## src/rtl/trim_pkg.sv

```systemverilog
// Package: shared constants and address map for the trim commit block.
// Assumes byte-wide registers and four trims in a fixed address order.
package trim_pkg;
    localparam int TRIM_N = 4;
    localparam int REG_W  = 8;
    localparam int ADR_W  = 8;

    localparam logic [ADR_W-1:0] EN_ADDR = 8'hFE;

    // Index order: 0 coarse offset, 1 fine offset, 2 medium gain, 3 fine gain.
    function automatic logic [ADR_W-1:0] trim_addr(input int idx);
        case (idx)
            0:       trim_addr = 8'h20;
            1:       trim_addr = 8'h21;
            2:       trim_addr = 8'h23;
            default: trim_addr = 8'h24;
        endcase
    endfunction
endpackage

```

## src/rtl/trim_stage_bank.sv

```systemverilog
// Module: staging registers written by software.
// Assumes sel is one-hot or zero; each slot loads wdata on its own select.
module trim_stage_bank #(
    parameter int N = 4,
    parameter int W = 8
) (
    input  logic                clk,
    input  logic                rst_n,
    input  logic                we,
    input  logic [N-1:0]        sel,
    input  logic [W-1:0]        wdata,
    output logic [N-1:0][W-1:0] stg
);
    for (genvar i = 0; i < N; i++) begin : g_slot
        // Load one staging slot on a selected write, clear on reset.
        always_ff @(posedge clk) begin
            if (!rst_n)
                stg[i] <= '0;
            else if (we && sel[i])
                stg[i] <= wdata;
        end
    end
endmodule

```

## src/rtl/trim_active_bank.sv

```systemverilog
// Module: active trim registers seen by the datapath.
// Assumes a level-sensitive commit: every clock with en set copies staging.
module trim_active_bank #(
    parameter int N = 4,
    parameter int W = 8
) (
    input  logic                clk,
    input  logic                rst_n,
    input  logic                en,
    input  logic [N-1:0][W-1:0] stg,
    output logic [N-1:0][W-1:0] act
);
    // Copy all staged values while committing, otherwise hold.
    always_ff @(posedge clk) begin
        if (!rst_n)
            act <= '0;
        else if (en)
            act <= stg;
    end
endmodule

```

## src/rtl/trim_read_mux.sv

```systemverilog
// Module: combinational register read path.
// Assumes unmapped addresses and unimplemented enable bits read as zero.
module trim_read_mux
    import trim_pkg::*;
#(
    parameter int N = 4,
    parameter int W = 8
) (
    input  logic [ADR_W-1:0]    addr,
    input  logic [N-1:0]        sel,
    input  logic [N-1:0][W-1:0] stg,
    input  logic                en,
    output logic [W-1:0]        rdata
);
    // Select the staged trim or the enable bit for the presented address.
    always_comb begin
        rdata = '0;
        for (int i = 0; i < N; i++)
            if (sel[i])
                rdata = stg[i];
        if (addr == EN_ADDR)
            rdata = {{(W-1){1'b0}}, en};
    end
endmodule

```

## src/rtl/trim_commit_ctrl.sv

```systemverilog
// Module: top of the trim bank with gated commit.
// Decodes the register port, holds the commit-enable bit and exposes the
// active trims. Assumes single-cycle write strobes and a common clock.
module trim_commit_ctrl
    import trim_pkg::*;
#(
    parameter int DATA_W = REG_W
) (
    input  logic              clk,
    input  logic              rst_n,
    input  logic              cfg_we,
    input  logic [ADR_W-1:0]  cfg_addr,
    input  logic [DATA_W-1:0] cfg_wdata,
    output logic [DATA_W-1:0] cfg_rdata,
    output logic [DATA_W-1:0] ofs_coarse_o,
    output logic [DATA_W-1:0] ofs_fine_o,
    output logic [DATA_W-1:0] gain_med_o,
    output logic [DATA_W-1:0] gain_fine_o
);
    localparam int N = TRIM_N;

    logic [N-1:0]             sel;
    logic [N-1:0][DATA_W-1:0] stg;
    logic [N-1:0][DATA_W-1:0] act;
    logic                     en_q;

    // Address decode: one select per trim slot.
    for (genvar i = 0; i < N; i++) begin : g_dec
        assign sel[i] = (cfg_addr == trim_addr(i));
    end

    // Commit-enable register, bit 0 of the control address.
    always_ff @(posedge clk) begin
        if (!rst_n)
            en_q <= 1'b0;
        else if (cfg_we && cfg_addr == EN_ADDR)
            en_q <= cfg_wdata[0];
    end

    trim_stage_bank #(.N(N), .W(DATA_W)) u_stage (
        .clk   (clk),
        .rst_n (rst_n),
        .we    (cfg_we),
        .sel   (sel),
        .wdata (cfg_wdata),
        .stg   (stg)
    );

    trim_active_bank #(.N(N), .W(DATA_W)) u_active (
        .clk   (clk),
        .rst_n (rst_n),
        .en    (en_q),
        .stg   (stg),
        .act   (act)
    );

    trim_read_mux #(.N(N), .W(DATA_W)) u_rd (
        .addr  (cfg_addr),
        .sel   (sel),
        .stg   (stg),
        .en    (en_q),
        .rdata (cfg_rdata)
    );

    assign ofs_coarse_o = act[0];
    assign ofs_fine_o   = act[1];
    assign gain_med_o   = act[2];
    assign gain_fine_o  = act[3];
endmodule

```

## config.mk

```make
export PLATFORM = sky130hd
export DESIGN_NAME = trim_commit_ctrl
export DESIGN_NICKNAME = d
export VERILOG_FILES = /design/src/rtl/trim_pkg.sv /design/src/rtl/trim_stage_bank.sv /design/src/rtl/trim_active_bank.sv /design/src/rtl/trim_read_mux.sv /design/src/rtl/trim_commit_ctrl.sv
export SDC_FILE = /design/constraint.sdc
export NUM_CORES = 1
export LEC_CHECK = 0
export BUFFER_PORTS_ARGS = -buffer_cell sky130_fd_sc_hd__buf_2
export CAP_MARGIN = 5
export CELL_PAD_IN_SITES_DETAIL_PLACEMENT = 0
export CELL_PAD_IN_SITES_GLOBAL_PLACEMENT = 1
export CORE_UTILIZATION = 44
export CTS_CLUSTER_SIZE = 16
export DETAILED_ROUTE_END_ITERATION = 7
export HOLD_SLACK_MARGIN = 0.02
export PLACE_DENSITY_LB_ADDON = 0.1
export RECOVER_POWER = 25
export SLEW_MARGIN = 25
export SYNTH_ARGS = -nofsm -noshare
export SYNTH_HDL_FRONTEND = slang
export SYNTH_SLANG_ARGS = --single-unit
```

## constraint.sdc

```tcl
create_clock -name clk -period 2.6 [get_ports clk]
set_input_delay 0.13 -clock clk [delete_from_list [all_inputs] [get_ports clk]]
set_output_delay 0.13 -clock clk [all_outputs]
set_load 0.05 [all_outputs]
```

==> metrics.txt <==
status=complete, no violations; post-DP HPWL=4598 um; Worst path max stage delay=0.45 ns; total power divided by cell area=599.9 nW/um2; endpoints failing setup=0; Root Buffer=clkbuf_8; Hold Path Stages=3; WL/cell=14.97 um; antenna viol nets, final=0; crit-path max FO=3; Initial Util=46.59%; Core Area=6026 um2; drt drc=0; CTS Buf Count=9; Final period util=74.60%; Internal Power=0.001568 W; Crit-path slowest cell=dfxtp_1; post-synth top area share=46.35%; CP arrival=1.81 ns; drt via density=5.166; final wirelength=6303 um; hold path start=cfg_wdata[1]; async set-reset flop share out of synthesis=0%; vias=2175; Comb power frac=4.5%; max_cap viols=0; RSZ-0062 raised after global routing=no; Post-Place Cells=405; first-pass iteration count of the detailed router=4; num ports=59; multi-input logic area=1394 um2; final cell count without fillers=421; P_sw=0.0004137 W; Clock Pin Slew Worst Setup and Hold Paths=0.07 ns; leading area contributor after synthesis=dfxtp_1; top-count cell post-synth=dfxtp_1; RD Place Congestion=0.8324; Post-synth EDFFs=0; Setup Fix Bufs, Post-CTS=0; top cells by area, synth=dfxtp_1 (46%), mux2i_1 (17%), nor2b_1 (7.1%), nand2_1 (5.5%), o21ai_0 (3.9%); Num Clock Sinks=65; Hold Path Class=input port to register; chip height=81.88 um; clock buffer depth=2; Worst-Margin Slew=0.8648 ns; R2R cell count=3; yosys warns=0; IO Port Bufs=58; Pleak=1.246 nW; CTS tree=yes; global-route wire length before repair=10050 um; Fillers=590; Slew Limit Fails=0; Min-Delay Endpoint=u_stage.stg[9]; FP Rows=28; H-tree levels=3; DRT iter0 DRCs=84; Syn Nets=306; Max VDD drop=0.3344 mV; Worst-Skew Late Latency=0.33 ns; Setup TNS=0 ns; final hold violation count=0; Required @ worst endpoint=2.47 ns; WHS=0.1657 ns; r2r startpoint=en_q; Peak Freq=0.5156 GHz; initial antenna violation count=0; largest net degree at the start of global routing=38; Crit path max-delay family=compound AO/OA/AOI/OAI gates; crit start category=register; post-CTS sizing=0; Setup crit end kind=output pin; net switching fraction of the power=20.88%; Die W=81.88 um; Area Overhead vs Synth=17.65%; post-synthesis sequential area ratio=46.35%; FF+latch count, synth=65; # nets final=360; worst r2r dst=u_active.act[3]; cts hold-fix bufs=0; Mean Syn Cell Area=9.783 um2; min Tclk post-route=1.940 ns; synth unique cells=30; Synth Instances=287; Worst R2R Setup Slack=0.89 ns; ys flop type=dfxtp_1; Inserted Diodes=0; Synth Cell Area=2808 um2; Sequential Area=1301 um2; clock power share=45.2%; Slew Limit Headroom=42.27%; crit path cell chain=mux2_2 -> a221oi_1 -> a2111oi_0 -> a21o_1 -> buf_2; Bufs and invs on worst path=1; Flop pwr share=50.3%; vias in the first global route=1915; Worst Setup Path Type=register to output pin; Die ar.=6704 um2; Commonest cells post-synth=dfxtp_1 (65), mux2i_1 (49), nand2_1 (41), nor2b_1 (32), o21ai_0 (22); share of layout cells above drive strength 1=20.23%; Clock Skews=0.007858 ns; Worst path depth=5; total track usage=20.40%; Overflow after GRT=0
==> worst min-delay path, cell delays in order <==
cell and delay, ns:
buf_2 0.09, nand2_1 0.16, o21ai_2 0.06
==> stage by stage <==
stage | power, W | area, um2 | setup WS, ns | util (%)
after floorplan | 0.001075 | 2808 | 0.8921 | -
after global routing | 0.002068 | 3303 | 0.5085 | 54.82
after global placement | 0.001109 | 3129 | 0.6885 | 51.93
after detailed placement | 0.001109 | 3129 | 0.6832 | 51.93
after CTS | 0.002001 | 3333 | 0.6620 | 55.32
final | 0.001981 | 3303 | 0.6605 | 54.82
==> flip-flops by register name, summed over array words and instances (netlist names) <==
name,flops
u_active.act,32
u_stage.stg,32
en_q,1
==> worst max-delay path by stage <==
stage / from / endpoint / slack (ns)
after floorplan: cfg_addr[1] / cfg_rdata[1] / 0.89
after global placement: cfg_addr[1] / cfg_rdata[0] / 0.69
after detailed placement: cfg_addr[1] / u_stage.stg[28] / 0.68
after CTS: u_stage.stg[16] / cfg_rdata[0] / 0.66
after global routing: cfg_addr[1] / cfg_rdata[0] / 0.51
final: u_stage.stg[16] / cfg_rdata[0] / 0.66
==> power by group through the flow <==
stage	Sequential (W)	Combinational [W]	Clock (W)
CTS	0.000997	0.0000901	0.000915
detailed placement	0.00102	0.0000893	0
finish	0.000997	0.0000893	0.000895
global placement	0.00102	0.0000898	0
floorplan	0.00102	0.0000564	0
global route	0.000996	0.0000975	0.000974
==> per-layer routing <==
layer	share of wire (%)	GRT usage, %	up-vias	wire, um
met1	51	29.10	1012	3187
li1	-	-	1100	-
met5	0	0	-	0
met2	44	29.50	52	2799
met4	1.5	8.772	0	93
met3	3.5	4.000	11	223
==> cell type report <==
class / count / share of cell area, %
multi-input cells: 200 / 42.20
clock inverters: 3 / 1.970
flip-flops and latches: 65 / 39.39
well taps: 75 / 2.841
inverters: 1 / 0.1136
clock buffers: 13 / 4.205
repair buffers: 64 / 9.280
==> cell families after synthesis <==
| group | share of synthesized area [%] |
|---|---|
| buffers and inverters | 4.010 |
| AOI/OAI and AO/OA | 10.43 |
| and+or+nand+nor | 21.35 |
| muxes | 17.87 |
| DFF | 46.35 |
==> cells in the final DEF (no fill, tap or decap), types with 2 or more instances in the layout <==
cell,count
nand2_1,41
nor2b_1,32
nor2_1,3
a21o_1,8
mux2i_1,49
nand4_4,2
clkbuf_8,9
nand3_2,2
buf_2,35
clkbuf_1,27
nand3_1,14
bufinv_16,2
dfxtp_1,65
o21ai_2,8
a21oi_1,7
buf_4,6
o21ai_0,22
(Power assumes the default switching activity.)
